### src/rtl/dbp_pkg.sv
package dbp_pkg;

  localparam int unsigned DEF_CHAIN_BITS = 4;

  typedef enum logic {
    BAND_LOW  = 1'b0,
    BAND_HIGH = 1'b1
  } band_e;

  typedef struct packed {
    band_e band;
    logic  pick_lower;
  } ratio_cfg_t;

  localparam ratio_cfg_t CFG_RESET = '{band: BAND_LOW, pick_lower: 1'b1};

  function automatic int unsigned ratio_of(input int unsigned chain_bits,
                                           input ratio_cfg_t cfg);
    int unsigned len;
    len = 1 << chain_bits;
    if (cfg.band == BAND_HIGH) return cfg.pick_lower ? (3 * len - 1) : (3 * len);
    else                       return cfg.pick_lower ? (2 * len) : (2 * len + 1);
  endfunction

endpackage

### src/rtl/dbp_rst_sync.sv
module dbp_rst_sync #(
  parameter int unsigned STAGES = 2
) (
  input  logic clk,
  input  logic rst_n,
  output logic rst_sync_n
);

  logic [STAGES-1:0] pipe_q;
  logic [STAGES-1:0] pipe_d;

  always_comb begin
    pipe_d = {pipe_q[STAGES-2:0], 1'b1};
  end

  always_ff @(posedge clk or negedge rst_n) begin
    if (!rst_n) pipe_q <= '0;
    else        pipe_q <= pipe_d;
  end

  assign rst_sync_n = pipe_q[STAGES-1];

endmodule

### src/rtl/dbp_cell23.sv
module dbp_cell23 (
  input  logic clk,
  input  logic rst_n,
  input  logic en_three,
  output logic cell_done
);

  logic [1:0] cnt_q;
  logic [1:0] cnt_d;
  logic       last;

  always_comb begin
    last  = en_three ? (cnt_q == 2'd2) : (cnt_q == 2'd1);
    cnt_d = last ? 2'd0 : (cnt_q + 2'd1);
  end

  always_ff @(posedge clk or negedge rst_n) begin
    if (!rst_n) cnt_q <= 2'd0;
    else        cnt_q <= cnt_d;
  end

  assign cell_done = last;

endmodule

### src/rtl/dbp_chain.sv
module dbp_chain #(
  parameter int unsigned CHAIN_BITS = 4
) (
  input  logic                  clk,
  input  logic                  rst_n,
  input  logic                  adv,
  output logic [CHAIN_BITS-1:0] cnt,
  output logic                  at_last,
  output logic                  wrap
);

  logic [CHAIN_BITS-1:0] cnt_q;
  logic [CHAIN_BITS-1:0] cnt_d;
  logic [CHAIN_BITS:0]   carry;

  assign carry[0] = adv;

  for (genvar i = 0; i < CHAIN_BITS; i++) begin : g_stage
    assign carry[i+1] = carry[i] & cnt_q[i];
    assign cnt_d[i]   = cnt_q[i] ^ carry[i];
  end

  always_ff @(posedge clk or negedge rst_n) begin
    if (!rst_n)   cnt_q <= '0;
    else if (adv) cnt_q <= cnt_d;
  end

  assign cnt     = cnt_q;
  assign at_last = &cnt_q;
  assign wrap    = carry[CHAIN_BITS];

endmodule

### src/rtl/dualband_prescaler.sv
module dualband_prescaler #(
  parameter int unsigned CHAIN_BITS = dbp_pkg::DEF_CHAIN_BITS
) (
  input  logic clk,
  input  logic rst_n,
  input  logic hi_band,
  input  logic ratio_lo,
  output logic div_out,
  output logic tc_pulse
);

  import dbp_pkg::*;

  localparam int unsigned MSB = CHAIN_BITS - 1;

  logic                  rst_core_n;
  ratio_cfg_t            cfg_q;
  ratio_cfg_t            cfg_d;
  logic                  odd_slot;
  logic                  en_three;
  logic                  cell_done;
  logic [CHAIN_BITS-1:0] chain_cnt;
  logic                  at_last;
  logic                  wrap;
  logic                  tc_q;

  dbp_rst_sync #(.STAGES(2)) u_rst_sync (
    .clk        (clk),
    .rst_n      (rst_n),
    .rst_sync_n (rst_core_n)
  );

  // Low band: extra cycle when the larger ratio is picked.
  // High band: one short cell period when the smaller ratio is picked.
  always_comb begin
    odd_slot = at_last & ((cfg_q.band == BAND_HIGH) ? cfg_q.pick_lower : ~cfg_q.pick_lower);
    en_three = (cfg_q.band == BAND_HIGH) ^ odd_slot;
  end

  always_comb begin
    cfg_d = cfg_q;
    if (wrap) begin
      cfg_d.band       = hi_band ? BAND_HIGH : BAND_LOW;
      cfg_d.pick_lower = ratio_lo;
    end
  end

  always_ff @(posedge clk or negedge rst_core_n) begin
    if (!rst_core_n) begin
      cfg_q <= CFG_RESET;
      tc_q  <= 1'b0;
    end else begin
      cfg_q <= cfg_d;
      tc_q  <= wrap;
    end
  end

  dbp_cell23 u_cell (
    .clk       (clk),
    .rst_n     (rst_core_n),
    .en_three  (en_three),
    .cell_done (cell_done)
  );

  dbp_chain #(.CHAIN_BITS(CHAIN_BITS)) u_chain (
    .clk     (clk),
    .rst_n   (rst_core_n),
    .adv     (cell_done),
    .cnt     (chain_cnt),
    .at_last (at_last),
    .wrap    (wrap)
  );

  assign div_out  = ~chain_cnt[MSB];
  assign tc_pulse = tc_q;

endmodule

### config.mk
export PLATFORM = sky130hd
export DESIGN_NAME = dualband_prescaler
export DESIGN_NICKNAME = d
export VERILOG_FILES = /design/src/rtl/dbp_pkg.sv /design/src/rtl/dbp_rst_sync.sv /design/src/rtl/dbp_cell23.sv /design/src/rtl/dbp_chain.sv /design/src/rtl/dualband_prescaler.sv
export SDC_FILE = /design/constraint.sdc
export NUM_CORES = 1
export LEC_CHECK = 0
export CORE_MARGIN = 2
export CORE_UTILIZATION = 28
export DETAILED_ROUTE_END_ITERATION = 8
export PLACE_DENSITY = 0.49
export SLEW_MARGIN = 20
export SYNTH_ARGS = -nofsm -noshare
export SYNTH_HDL_FRONTEND = slang
export SYNTH_SLANG_ARGS = --single-unit
### constraint.sdc
create_clock -name clk -period 1.06 [get_ports clk]
set_input_delay 0.318 -clock clk [delete_from_list [all_inputs] [get_ports clk]]
set_output_delay 0.318 -clock clk [all_outputs]
set_load 0.005 [all_outputs]
## Word level (Yosys, flattened, before mapping)

Cells that the tools add are included.

| storage, ports and cells | value |
|---|---|
| bits in registers | 11 |
| output and inout bits | 2 |
| logic and storage cells | 26 |

| operators by class | value |
|---|---|
| bitwise gates (word level) | 12 |
| eq/ne operators | 2 |
| reductions and logical operators | 1 |
| add/subtract/negate cells | 1 |
| muxes and demuxes | 4 |

Operators by type and width:

| operator | number |
|---|---|
| bitwise AND 1 bit | 5 |
| bitwise XOR 1 bit | 5 |
| AND reduction 4 bit | 1 |
| 2-to-1 mux 1 bit | 3 |
| adder 2 x 1 -> 2 bit, second input constant | 1 |
| equality test 2 x 1 -> 1 bit, second input constant | 1 |
| equality test 2 bit, second input constant | 1 |
| 2-to-1 mux 2 bit | 1 |
| NOT 1 bit | 2 |

## Depth between registers and ports, before layout

| logic depth | value |
|---|---|
| word-level depth | 9 |
| gate-level depth with buffers | 11 |
| depth with buffers taken out | 11 |

## Modules after synthesis

A second synthesis with hierarchy kept.

| unflattened totals | value |
|---|---|
| cells, all modules | 33 |
| area total of the unflattened synthesis | 465.4 µm² |

By module, submodules not included:

| module | cells each | area each (µm²) | seq. area each (µm²) | times used |
|---|---|---|---|---|
| dbp_chain | 13 | 203.9 | 100.1 | 1 |
| dualband_prescaler | 9 | 117.6 | 76.3 | 1 |
| dbp_cell23 | 8 | 90.1 | 50.0 | 1 |
| dbp_rst_sync | 3 | 53.8 | 50.0 | 1 |

## Worst setup path after synthesis

OpenSTA, ideal clock, no wires.

| path | value |
|---|---|
| path kind | register -> register |
| from | register u_chain.cnt_q[0] (netlist: u_chain.cnt[0]) |
| to | register u_chain.cnt_q[3] (netlist: u_chain.cnt[3]) |
| setup time | 0.094 ns |
| setup slack | -1.235 ns |
| cell stages (with the launch flop) | 12 |
| path buffers | 0 |
| data arrival time | 2.201 ns |
| cell sequence | dfrtp_1 > nand4_4 > mux2i_4 > nand2_4 > o21ai_0 > ha_1 > ha_1 > ha_1 > ha_1 > nor2_1 > a22o_1 > a221oi_2 |

| on the way | value |
|---|---|
| cells in the longest elaborated chain, start to end | 8 |

RTL lines:

| element | line | text |
|---|---|---|
| start, declared | dbp_chain.sv:12 | `logic [CHAIN_BITS-1:0] cnt_q;` |
| start signal, assigned | dbp_chain.sv:25 | `else if (adv) cnt_q <= cnt_d;` |
| AND reduction 4 bit | dbp_chain.sv:29 | `assign at_last = &cnt_q;` |
| bitwise AND 1 bit | dualband_prescaler.sv:36 | `odd_slot = at_last & ((cfg_q.band == BAND_HIGH) ? cfg_q.pick_lower : ~cfg_q.pick_lower);` |
| bitwise XOR 1 bit | dualband_prescaler.sv:37 | `en_three = (cfg_q.band == BAND_HIGH) ^ odd_slot;` |
| 2-to-1 mux 1 bit | dbp_cell23.sv:13 | `last = en_three ? (cnt_q == 2'd2) : (cnt_q == 2'd1);` |
| bitwise AND 1 bit * (3 in series) | dbp_chain.sv:19 | `assign carry[i+1] = carry[i] & cnt_q[i];` |
| bitwise XOR 1 bit * | dbp_chain.sv:20 | `assign cnt_d[i] = cnt_q[i] ^ carry[i];` |
| via u_chain.cnt_d[3] | dbp_chain.sv:13 | `logic [CHAIN_BITS-1:0] cnt_d;` |

Mark *: on every way through the listed nets, which the timed path passes. The rest lies on a longest branch.
A chain may end at the register's enable or synchronous reset.

## Worst setup path in the final report

| path | value |
|---|---|
| from | register u_chain.cnt_q[3] (netlist: u_chain.cnt[3]) |
| to | register u_chain.cnt_q[3] (netlist: u_chain.cnt[3]) |

| on the way | value |
|---|---|
| cells in the longest elaborated chain, start to end | 8 |

RTL lines:

| element | line |
|---|---|
| AND reduction 4 bit | dbp_chain.sv:29 |
| bitwise AND 1 bit | dualband_prescaler.sv:36 |
| bitwise XOR 1 bit | dualband_prescaler.sv:37 |
| 2-to-1 mux 1 bit | dbp_cell23.sv:13 |
| bitwise AND 1 bit (3 in series) | dbp_chain.sv:19 |
| bitwise XOR 1 bit * | dbp_chain.sv:20 |
| via u_chain.cnt_d[3] | dbp_chain.sv:13 |

Marked as above.

==> results.cfg <==
[yosys]
synth_top_cell_by_area = dfrtp_1
syn_area_sq_um = 662
syn_avg_cell_area_sq_um = 11.0
syn-num-nets = 68
synth_cells = 60
netlist-cell-type-count = 22
synth_top_area_share_pct = 37.8
ys_seq_area_share_pct = 41.8
ys.warnings.count = 0
synth_seq_cells = 11
synth_area_leaders = dfrtp_1 38%, a221oi_2 9.1%, o31ai_1 7.9%, ha_1 7.6%, nand3b_1 4.5%

[critical_path]
cp.arrival_ps = 2370
criticalPathCategory = flip-flop to flip-flop
crit_path_start_kind = flip-flop
cp.required_ps = 1250
path_max_fanout = 2
critPathCaptureType = flip-flop

[cells_and_area]
layout_common_cells = 17 x buf_4, 6 x dfrtp_1
regArea_sq_um = 282
multiInputGateArea_sq_um = 434
n_fill_cell = 228
finalNonFillerCells = 112
diodes = 0
nets = 93
final_layout_size_suffix_gt1_share_pct = 57.1
layout_commonest_cell = buf_4
syn_to_final_growth_pct = 47.6

[clocking]
cts-root-buf = clkbuf_4
cts-buffers-inserted = 3
clk_path_buf_depth = 2
cts_max_level = 1
clk_pin_slew_ps = 80
tritoncts = built
cts_num_sinks = 11
clk_latency_ps = 270

[die]
die_x_um = 52.6
start_util_pct = 29.6
ios = 6
dieArea_sq_um = 2770
fp.dieH_um = 52.6
core_sq_um = 2230
rows = 17

[placed_design]
dp_slack_ps = -1140
dp_hpwl_um = 1140
place.gp.congestion = 0.726
io_buffers = 5
place_inst = 106

[drt]
post_drt_wl_per_cell_um = 13.7
dr.pass1.iters = 2
ant_nets = 0
num_vias = 551
route.detailed.drc = 0
drt-initial-drc-count = 2
detail_route.vias_per_cell = 4.92
totalWireLength_um = 1530

[sta]
final-max-slew-violation-count = 0
fin_crit_ps = 2180
rsz0062_at_grt = yes
finalClockSkew_ps = 2.28
fin_ws_ps = -1120
period_share_pct = 206
timing.fmax_mhz = 458
setup_viol = 11
hold_slack_ps = 166
final_hold_viol_count = 0

[hold_path]
hold_path_class = flip-flop to asynchronous set/reset pin

[run_status]
violations = negative setup slack
status = finished, violations left

[global_routing]
grt_overflow = 0
grt_pass1_vias = 570
grtUsageTotal_pct = 14.1
grt_pass1_wl_um = 2710
grt_max_degree = 19
antenna_found_initial = 0

[flow_run]
cap_violations = 0

[pwr]
powerDensity_nw_per_um2 = 975
power_leakage_nw = 0.401
irDropWorstVdd_v = 0.000603
p_total_mw = 0.952
cells by family (layout without fill, tap and decap cells):
family,after synthesis,in the layout,synth area share (%)
AOI/OAI and AO/OA,17,17,22.3
adders and majority gates,4,4,7.56
buffers and inverters,6,30,3.78
DFF,11,11,41.8
muxes,2,2,5.48
other,1,1,0.567
and+or+nand+nor,19,19,18.5
layer usage:
| layer | global-route usage (%) | up-vias | wire length, um |
|---|---|---|---|
| li1 | - | 273 | - |
| met1 | 17.0 | 270 | 765 |
| met2 | 23.3 | 8 | 709 |
| met3 | 6.00 | 0 | 57 |
| met4 | 2.56 | 0 | 0 |
| met5 | 0 | - | 0 |
critical path, stage by stage, from the launching register on:
cell	delay, ps
dfrtp_2	400
nand4_4	150
mux2i_4	230
nand2_4	60
o21ai_2	70
ha_4	170
ha_4	150
ha_4	160
ha_4	270
nor2_2	30
a22o_1	190
a221oi_2	200
what timing repair did:
action | CTS | global route
gates resized for setup | 15 | 3
setup endpoints to repair | 11 | 11
hold buffers | 0 | 0
pin swaps | 4 | 0
endpoints found under the hold margin | 0 | 0
setup buffers | 1 | 1
sequential cells by signal, indices dropped and copies added, names as in the netlist:
register,cells
tc_pulse,1
u_cell.cnt_q,2
u_chain.cnt,4
u_rst_sync.pipe_q,2
cfg_q,2
stage by stage:
step                      utilization, %  cell area, sq um  setup TNS [ps]
after floorplan                        -               714           -6590
after global placement              40.6               906           -6690
after detailed placement            40.6               906           -6830
after CTS                           42.9               958           -6740
after global routing                43.8               977           -7650
final                               43.8               977           -6700
area by class of cell:
| cell class | count | area share, % |
|---|---|---|
| repair buffers | 23 | 19.0 |
| multi-input cells | 43 | 44.4 |
| inverters | 3 | 1.41 |
| flip-flops and latches | 11 | 28.8 |
| clock buffers | 3 | 2.30 |
| clock inverters | 1 | 0.512 |
| well taps | 28 | 3.59 |
cells in the mapped netlist:
| cell type | instances |
|---|---|
| nand2_1 | 3 |
| a221oi_2 | 4 |
| o31ai_1 | 7 |
| o22ai_1 | 1 |
| nand2b_1 | 4 |
| ha_1 | 4 |
| dfstp_2 | 1 |
| dfrtp_1 | 10 |
| inv_1 | 3 |
| nand2_4 | 1 |
| buf_2 | 2 |
| buf_1 | 1 |
| o21ai_0 | 3 |
| a21oi_1 | 1 |
| nand4_4 | 1 |
| nand3b_1 | 4 |
| nor2_1 | 5 |
| mux2i_2 | 1 |
| conb_1 | 1 |
| mux2i_4 | 1 |
| a22o_1 | 1 |
| nand3_1 | 1 |
power by group:
part           leakage, nW  internal (mW)  switching (mW)
Combinational        0.251          0.106          0.0795
Sequential           0.132          0.441          0.0239
Clock               0.0177          0.140           0.162
Total                0.401          0.687           0.265
final timing paths:
check	slack (ps)	end	depth (start not counted)	startpoint
max reg2reg	-1120	u_chain.cnt[3]$_DFFE_PN0N_	11	u_chain.cnt[3]$_DFFE_PN0N_
min	170	u_cell.cnt_q[0]$_DFF_PN0_	0	u_rst_sync.pipe_q[1]$_DFF_PN0_
max in group asynchronous	580	cfg_q[0]$_DFFE_PN1P_	0	u_rst_sync.pipe_q[1]$_DFF_PN0_
min reg2reg	170	u_cell.cnt_q[0]$_DFF_PN0_	0	u_rst_sync.pipe_q[1]$_DFF_PN0_
max	-1120	u_chain.cnt[3]$_DFFE_PN0N_	11	u_chain.cnt[3]$_DFFE_PN0N_
min in group clk	350	u_rst_sync.pipe_q[1]$_DFF_PN0_	0	u_rst_sync.pipe_q[0]$_DFF_PN0_
(Power assumes the default switching activity.)
